[src/rtl/wkf_pkg.sv]
package wkf_pkg;
  typedef enum logic {
    LK_IDLE  = 1'b0,
    LK_ARMED = 1'b1
  } lock_state_t;
endpackage

[src/rtl/wkf_sync.sv]
module wkf_sync #(
  parameter int STAGES = 2
) (
  input  logic clk,
  input  logic rst,
  input  logic d_in,
  output logic d_out
);
  logic [STAGES-1:0] chain;

  genvar g;
  generate
    for (g = 0; g < STAGES; g++) begin : g_stage
      if (g == 0) begin : g_first
        always_ff @(posedge clk) begin
          if (rst) chain[0] <= 1'b0;
          else     chain[0] <= d_in;
        end
      end else begin : g_next
        always_ff @(posedge clk) begin
          if (rst) chain[g] <= 1'b0;
          else     chain[g] <= chain[g-1];
        end
      end
    end
  endgenerate

  assign d_out = chain[STAGES-1];
endmodule

[src/rtl/wkf_run_cnt.sv]
module wkf_run_cnt #(
  parameter int LIMIT = 16
) (
  input  logic clk,
  input  logic rst,
  input  logic en,
  output logic full
);
  localparam int CW = $clog2(LIMIT + 1);
  logic [CW-1:0] cnt;

  always_ff @(posedge clk) begin
    if (rst || !en)
      cnt <= '0;
    else if (cnt != CW'(LIMIT))
      cnt <= cnt + CW'(1);
  end

  assign full = (cnt == CW'(LIMIT));
endmodule

[src/rtl/wkf_lockout.sv]
module wkf_lockout
  import wkf_pkg::*;
(
  input  logic clk,
  input  logic rst,
  input  logic stby,
  input  logic sdom,
  input  logic rec_full,
  output logic locked
);
  lock_state_t state;
  logic        stby_prev;

  always_ff @(posedge clk) begin
    if (rst) stby_prev <= 1'b0;
    else     stby_prev <= stby;
  end

  always_ff @(posedge clk) begin
    if (rst || !stby)
      state <= LK_IDLE;
    else if (!stby_prev && sdom)
      state <= LK_ARMED;
    else if (state == LK_ARMED && rec_full)
      state <= LK_IDLE;
  end

  assign locked = (state == LK_ARMED);
endmodule

[src/rtl/stby_wake_filter.sv]
module stby_wake_filter #(
  parameter int SYNC_STAGES = 2,
  parameter int FILT_CYC    = 16,
  parameter int CLR_CYC     = 12
) (
  input  logic clk,
  input  logic rst,
  input  logic stby_en,
  input  logic bus_dom,
  output logic rxd_o
);
  logic sync_dom;
  logic dom_full;
  logic rec_full;
  logic lock_q;
  logic rxd_q;

  // bring the asynchronous bus level into the clock domain
  wkf_sync #(.STAGES(SYNC_STAGES)) u_sync (
    .clk  (clk),
    .rst  (rst),
    .d_in (bus_dom),
    .d_out(sync_dom)
  );

  // length of the current dominant run in standby
  wkf_run_cnt #(.LIMIT(FILT_CYC)) u_dom_cnt (
    .clk (clk),
    .rst (rst),
    .en  (stby_en && sync_dom),
    .full(dom_full)
  );

  // length of the current recessive run while locked
  wkf_run_cnt #(.LIMIT(CLR_CYC)) u_rec_cnt (
    .clk (clk),
    .rst (rst),
    .en  (stby_en && lock_q && !sync_dom),
    .full(rec_full)
  );

  // lockout for standby entered with a dominant bus
  wkf_lockout u_lock (
    .clk     (clk),
    .rst     (rst),
    .stby    (stby_en),
    .sdom    (sync_dom),
    .rec_full(rec_full),
    .locked  (lock_q)
  );

  // registered receive level
  always_ff @(posedge clk) begin
    if (rst) rxd_q <= 1'b1;
    else     rxd_q <= !(stby_en && sync_dom && dom_full && !lock_q);
  end

  assign rxd_o = rxd_q;
endmodule

[config.mk]
export PLATFORM = sky130hd
export DESIGN_NAME = stby_wake_filter
export DESIGN_NICKNAME = d
export VERILOG_FILES = /design/src/rtl/wkf_pkg.sv /design/src/rtl/wkf_sync.sv /design/src/rtl/wkf_run_cnt.sv /design/src/rtl/wkf_lockout.sv /design/src/rtl/stby_wake_filter.sv
export SDC_FILE = /design/constraint.sdc
export NUM_CORES = 1
export LEC_CHECK = 0
export CELL_PAD_IN_SITES_DETAIL_PLACEMENT = 1
export CELL_PAD_IN_SITES_GLOBAL_PLACEMENT = 2
export CORE_ASPECT_RATIO = 0.8
export CORE_MARGIN = 4
export CORE_UTILIZATION = 31
export CTS_CLUSTER_SIZE = 30
export DETAILED_ROUTE_END_ITERATION = 10
export PLACE_DENSITY_LB_ADDON = 0.25
export SYNTH_ARGS = -nofsm -noshare
export SYNTH_HDL_FRONTEND = slang
export SYNTH_HIERARCHICAL = 1
export SYNTH_SLANG_ARGS = --single-unit
export TNS_END_PERCENT = 5
[constraint.sdc]
create_clock -name clk -period 1.3 [get_ports clk]
set_clock_uncertainty 0.15 [all_clocks]
set_input_delay 0.13 -clock clk [delete_from_list [all_inputs] [get_ports clk]]
set_output_delay 0.13 -clock clk [all_outputs]
set_load 0.005 [all_outputs]
Yosys cells after proc, flatten, opt, wreduce, memory -nomap -nowiden. Index checks and enable logic that the tools add are counted.

Flip-flop bits (word level): 14. Bits of input ports: 4. Output and inout bits: 1. Logic and storage cells: 33.

$add $sub $neg: 2. Equal/unequal tests: 4. Multiplexer cells: 2. Reduce and logical (&&, ||, !) cells: 18.

Operators with widths (number): 1-bit logical AND (7); 1-bit zero test (7); 5-bit by 1-bit adder with 5-bit output (second input constant) (1); 5-bit == test (second input constant) (1); 5-bit inequality test (second input constant) (1); 4-bit by 1-bit adder with 4-bit output (second input constant) (1); 4-bit == test (second input constant) (1); 4-bit inequality test (second input constant) (1); 1-bit logical OR (3); 1-bit 2-to-1 mux (2); 2-bit nonzero test (1).

Logic depth before layout (Yosys ltp). Gate-level depths: netlist of the first run.

Word-level depth: 4. Gate-level depth with buffers: 5. Gate-level depth less buffers: 5.

Hierarchy. The synthesis of the first run kept the hierarchy.

By module, submodules not included: wkf_run_cnt at u_dom_cnt (instances 1, cells an instance 24, area an instance 235.2 sq um); wkf_run_cnt at u_rec_cnt (instances 1, cells an instance 23, area an instance 221.5 sq um); wkf_lockout (instances 1, cells an instance 6, area an instance 68.8 sq um); wkf_sync (instances 1, cells an instance 4, area an instance 52.6 sq um); stby_wake_filter (instances 1, cells an instance 6, area an instance 50.0 sq um).

Worst setup path before layout of the first run. No wires, ideal clock.

Kind: reg-to-reg. Start: register u_rec_cnt.cnt[0]. End: register u_lock.state, in the netlist u_lock/locked. Data arrival time: 1.098 ns. Required time: 1.080 ns. Path slack: -0.017 ns. Stages on the path, launching flop included: 6. Path buffers: 0. Path through: dfxtp_1 -> inv_1 -> ha_1 -> and3_2 -> nand2b_1 -> a21boi_1.

Word-level cells in the longest chain between the ends: 3.

Ends and longest elaborated chain: start: declaration (RTL line wkf_run_cnt.sv:10) `logic [CW-1:0] cnt;`; start signal: assignment (RTL line wkf_run_cnt.sv:16) `cnt <= cnt + CW'(1);`; 4-bit == test (RTL line wkf_run_cnt.sv:19) `assign full = (cnt == CW'(LIMIT));`; net rec_full (RTL line stby_wake_filter.sv:14) `logic rec_full;`; 1-bit logical AND (RTL line wkf_lockout.sv:24) `else if (state == LK_ARMED && rec_full)`; 2-bit nonzero test (no line); end signal: assignment (RTL line wkf_lockout.sv:21) `state <= LK_IDLE;`; end signal: assignment (RTL line wkf_lockout.sv:23) `state <= LK_ARMED;`; end signal: assignment (RTL line wkf_lockout.sv:25) `state <= LK_IDLE;`; end: declaration (RTL line wkf_lockout.sv:11) `lock_state_t state;`.

The timed path passes the listed nets, and every way through them passes these cells. A chain may end at the register's enable or synchronous reset.

Worst setup path after layout of the first run.
Start: register u_dom_cnt.cnt[0]. End: register u_dom_cnt.cnt[1].

Word-level cells in the longest chain between the ends: 1. Elaborated cells between the ends (all ways): 2.

Ends and longest elaborated chain (RTL line): start: declaration (wkf_run_cnt.sv:10); start signal: assignment (wkf_run_cnt.sv:16); 5-bit by 1-bit adder with 5-bit output / 5-bit inequality test (equally long branches) (wkf_run_cnt.sv:16, wkf_run_cnt.sv:15).

Several ways; a longest one is shown, not always the timed one.

==> results of run 1 <==
## final cells by class
class / count / area [um^2]
multi-input cells: 45 / 388
flip-flops and latches: 14 / 287
fillers: 217 / 1020
inverters: 4 / 17.5
well taps: 24 / 30.0
clock buffers: 4 / 36.3
repair buffers: 16 / 129
## placed cells by master, fill, tap and decap left out, types with 3 or more instances in the layout
cell type | synthesis | final
clkdlybuf4s50_1 | 0 | 3
buf_4 | 0 | 12
dfxtp_1 | 14 | 9
clkbuf_4 | 0 | 3
nor2_1 | 8 | 8
nand2b_1 | 4 | 3
dfxtp_2 | 0 | 5
## final timing paths
check	startpoint	endpoint	slack, ps	cells past startpoint
setup / recovery	u_dom_cnt/cnt[0]$_SDFFE_PP0P_	u_dom_cnt/cnt[1]$_SDFFE_PP0P_	-3	5
hold / removal	bus_dom	u_sync/chain[0]$_SDFF_PP0_	250	2
setup reg to reg	u_dom_cnt/cnt[0]$_SDFFE_PP0P_	u_dom_cnt/cnt[1]$_SDFFE_PP0P_	-3	5
hold reg to reg	u_sync/chain[0]$_SDFF_PP0_	u_sync/d_out$_SDFF_PP0_	300	1
## kinds of logic (layout without fill, tap and decap cells)
family                     Yosys count  count (layout)  synth area share, %
xor gates and xnor gates             4               4                 5.58
muxes                                2               2                 3.19
DFF                                 14              14                 44.6
and+or+nand+nor                     29              29                 28.7
AOI/OAI and AO/OA                    6               6                 7.57
buffers and inverters                4              24                 2.39
adders and majority gates            4               4                 7.97
## through the flow
step                      hold slack, ps  std cells  power [mW]
final                                251        107       0.796
after floorplan                     50.6         63       0.460
after detailed placement             290        102       0.483
after global placement               275        102       0.481
after global routing                 255        107       0.853
after CTS                            243        106       0.808
## state kept, by name, indices dropped and copies added, names as in the netlist
| name | count |
|---|---|
| u_dom_cnt/cnt | 5 |
| rxd_o | 1 |
| u_rec_cnt/cnt | 4 |
| u_lock/stby_prev | 1 |
| u_lock/locked | 1 |
| u_sync/d_out | 1 |
| u_sync/chain | 1 |
## layer usage
metal	part of all wire, %	vias to the layer above	global-route usage (%)
li1	-	252	-
met5	0	-	0
met1	46	230	14.4
met2	50	4	19.4
met4	0.71	0	6.94
met3	2.5	2	3.97
## repair_timing
action	CTS	global route
setup endpoints to repair	5	7
setup buffers	0	1
pin swaps	2	2
gates resized for setup	8	11
hold buffers	0	0
## where the power goes
group	total, mW	internal (mW)	leakage (nW)	switching (mW)
sequential	0.437	0.434	0.115	0.00294
clock	0.320	0.170	0.0210	0.150
combinational	0.0386	0.0246	0.180	0.0140
total	0.796	0.629	0.316	0.167
## critical path: cells and delay by family, from the launching register on
| family | cells | cell delay, ps |
|---|---|---|
| muxes | 1 | 180 |
| adders and majority gates | 1 | 130 |
| and+or+nand+nor | 2 | 330 |
| DFF | 1 | 340 |
| buffers and inverters | 1 | 70 |
==> key figures, run 1 <==
Status
  – Status: finished, violations left
  – Failing checks: negative setup slack

Global route
  – Initial antenna violation count: 0
  – Vias in the first global route: 518
  – Largest net degree at the start of global routing: 9
  – First-pass GRT wire length: 2310 um
  – GRT overflow: 0
  – GRT Util Overall: 12.0%

Die
  – Placeable Area: 1910 um^2
  – Initial Util: 32.9%
  – # rows: 14
  – Die extent in y: 48.3 um
  – Die area: 2810 um^2
  – I/O pins: 5
  – Die Width: 58.3 um

Timing
  – Fmax: 767 MHz
  – Tmin final: 1300 ps
  – RSZ-0062 raised after global routing: true
  – Setup violators final: 1
  – Count of pins over their slew limit: 0
  – Final Hold Vio Count: 0
  – Fin Setup TNS: -3.43 ps
  – Worst Tran Pin Value: 228 ps
  – Crit share post-route: 100%
  – Max_slew headroom: 84.8%
  – Setup slack after layout: -3.43 ps

Drt
  – Drt total wl: 1420 um
  – Detailed-route vias per instance: 4.56
  – Routed Antenna Nets: 0
  – Drt wl/cell: 13.3 um
  – Initial DRC count: 10
  – Drt pass-1 iters: 3
  – Via Count: 488
  – # DRC: 0

Logic synthesis
  – Post-synth top flop: dfxtp_1
  – Count of unique library cells instantiated by Yosys: 27
  – Syn nets: 71
  – Number of flops mapped to enable cells by yosys: 0
  – Synth warn: 6
  – Syn Area/Cell: 9.97 um^2
  – Fraction of the yosys area taken by sequential cells: 44.6%
  – Mapped Area: 628 um^2
  – Ranking of synthesized cells by instance count: 14 x dfxtp_1, 8 x nor2_1, 4 x ha_1, 4 x inv_1, 4 x nand2b_1
  – Most common cell in the synthesized netlist: dfxtp_1
  – Post-synth ARST share: 0%
  – Yosys top cell by area: dfxtp_1
  – Cells after synthesis: 63
  – Synth top area share: 44.6%
  – Synth Register Bits: 14
  – Largest cells by area after synthesis: dfxtp_1 45%, ha_1 8.0%, nor2_1 4.8%

Final layout
  – Final instance area: 887 um^2
  – NumNets Final: 92
  – Share of cells above drive strength 1: 45.8%
  – Diode count: 0
  – Area grow syn2layout: 41.2%
  – Final core utilization: 46.5%

CTS
  – Num Clock Sinks: 14
  – H-tree Lvls: 1
  – Clk_lat worst skew: 280 ps
  – CTS buffer count: 3
  – Root buf cell: clkbuf_4
  – Worst-path clk slew: 90 ps
  – CTS max path bufs: 2
  – CTS tree: built

Placement
  – Placer Congestion: 0.666
  – Dpl cell area: 782 um^2
  – Port buffer count: 4
  – Dpl ws: -97.5 ps
  – HPWL after detailed placement: 1020 um

Critical path
  – Critical Path Fanout Max: 4
  – CP Data Arrival Time: 1330 ps
  – Worst path max stage delay: 340 ps
  – Slowest stage cell, crit path: dfxtp_2
  – Critical path startpoint category: register
  – WP data required: 1330 ps
  – Critical-path cell list: inv_4 > ha_4 > and4bb_4 > mux2i_1 > nor2_1
  – CP endpoint kind: register
  – Setup Crit Path Kind: reg -> reg

Min path
  – Hold crit path type: in -> reg

Power and ir drop
  – Peak supply drop: 449 uV
  – P_leak: 0.316 nW
  – Power density cells: 897 nW/um^2

Run
  – Max-cap violations: 0
Note: power is estimated with default switching activity, not from simulation.
==> run 2, diff against run 1 <==
- CORE_UTILIZATION: 31 -> 34
- clock period: 1.3 -> 1.4 ns (I/O delays scaled with it)
==> key figures, run 2 (same netlist as run 1, synthesis figures left out) <==
Timing
  – Worst Tran Pin Value: 201 ps
  – Fmax: 750 MHz
  – Count of pins over their slew limit: 0
  – Crit share post-route: 95.3%
  – Max_slew headroom: 86.5%
  – Final Hold Vio Count: 0
  – Setup slack after layout: 66.3 ps
  – Tmin final: 1330 ps
  – RSZ-0062 raised after global routing: true
  – Setup violators final: 0

Die
  – Die Width: 56.1 um
  – Placeable Area: 1690 um^2
  – # rows: 13
  – Initial Util: 37.1%
  – I/O pins: 5
  – Die area: 2600 um^2
  – Die extent in y: 46.4 um

Critical path
  – Setup Crit Path Kind: reg -> reg
  – CP Data Arrival Time: 1390 ps
  – WP data required: 1460 ps
  – Worst path max stage delay: 340 ps
  – Critical-path cell list: inv_1 > ha_1 > and3_2 > nand2b_1 > a21boi_1
  – Critical Path Fanout Max: 5
  – WP buf/inv: 1
  – Slowest stage cell, crit path: dfxtp_1
  – CP endpoint kind: register
  – Crit path max-delay family: simple AND/OR/NAND/NOR gates
  – Critical path startpoint category: register

Final layout
  – Share of cells above drive strength 1: 23.7%
  – Max reg flops: 5
  – Storage element area: 282 um^2
  – Multi-input logic area: 335 um^2
  – NumNets Final: 86
  – Fill cells: 211
  – Most frequent cells in the layout: 13 x dfxtp_1, 8 x nor2_1, 6 x buf_4
  – Commonest non-fill, non-tap cell in the layout: dfxtp_1
  – Area grow syn2layout: 22.5%
  – Biggest regs: u_dom_cnt/cnt x5, u_rec_cnt/cnt x4
  – Largest Register: u_dom_cnt/cnt
  – Diode count: 0

Power and ir drop
  – Total power: 649 uW
  – Power density cells: 844 nW/um^2
  – Peak supply drop: 484 uV
  – P_leak: 0.283 nW

CTS
  – CTS max path bufs: 2
  – Hold buffer count at cts: 0
  – Setup bufs post-CTS: 0
  – Clk_lat worst skew: 270 ps
  – CTS buffer count: 3
  – Root buf cell: clkbuf_4
  – H-tree Lvls: 1
  – Worst-path clk slew: 80 ps
  – Num Clock Sinks: 14
  – CTS tree: built

Drt
  – Drt pass-1 iters: 4
  – # DRC: 0
  – Via Count: 459
  – Drt total wl: 1100 um
  – Routed Antenna Nets: 0
  – Initial DRC count: 7
  – Detailed-route vias per instance: 4.68
  – Drt wl/cell: 11.2 um

Placement
  – Placer Congestion: 0.736
  – Dpl ws: -26.7 ps
  – Port buffer count: 4
  – HPWL after detailed placement: 880 um

Min path
  – Hold crit path type: in -> reg

Run
  – Max-cap violations: 0

Global route
  – Vias in the first global route: 442
  – Largest net degree at the start of global routing: 8
  – Initial antenna violation count: 0
  – GRT Util Overall: 10.0%
  – GRT overflow: 0
  – First-pass GRT wire length: 1900 um

Status
  – Status: finished clean
## run 2: through the flow
step / instances / hold WS [ps] / util, % / setup TNS, ps / cell area, um^2
CTS: 98 / 267 / 45.1 / 0 / 763
detailed placement: 95 / 285 / 43.8 / -55.0 / 741
floorplan: 63 / 60.6 / - / 0 / 628
finish: 98 / 274 / 45.5 / 0 / 769
global placement: 95 / 278 / 43.8 / 0 / 741
global route: 98 / 292 / 45.5 / -9.93 / 769
## run 2: path summary, 6_finish.rpt
check	cells past startpoint	slack, ps	to	start
max reg2reg	5	70	u_lock/locked$_SDFFE_PP0P_	u_rec_cnt/cnt[0]$_SDFFE_PP0P_
min reg2reg	1	300	u_sync/d_out$_SDFF_PP0_	u_sync/chain[0]$_SDFF_PP0_
max	5	70	u_lock/locked$_SDFFE_PP0P_	u_rec_cnt/cnt[0]$_SDFFE_PP0P_
min	2	270	u_sync/chain[0]$_SDFF_PP0_	bus_dom
## run 2: layout make-up
class | instances | share of cell area (%)
multi-input cells | 45 | 43.6
repair buffers | 10 | 11.4
well taps | 22 | 3.58
inverters | 4 | 1.95
flip-flops and latches | 14 | 36.6
clock buffers | 3 | 2.93
## run 2: worst register-to-register path: cells and delay by family (launching register included)
kind	cells	cell delay, ps
adder cells (fa/ha/maj)	1	240
AO/OA/AOI/OAI	1	110
AND/OR/NAND/NOR	2	390
flip-flops	1	340
buffers and inverters	1	50
## run 2: metal layers
metal | wire length (um) | GRT usage, %
met1 | 561 | 12.0
met2 | 464 | 14.7
met3 | 57 | 5.04
met4 | 12 | 5.69
met5 | 0 | 0
## run 2: report_power, final
| part | switching, mW | internal (mW) | total (mW) |
|---|---|---|---|
| registers | 0.00239 | 0.403 | 0.406 |
| logic | 0.0108 | 0.0194 | 0.0302 |
| clock network | 0.114 | 0.0995 | 0.213 |
## run 2: timing repair
item / CTS / global route
endpoints found under the setup margin: 0 / 4
gates resized for setup: 0 / 3
endpoints found under the hold margin: 0 / 0
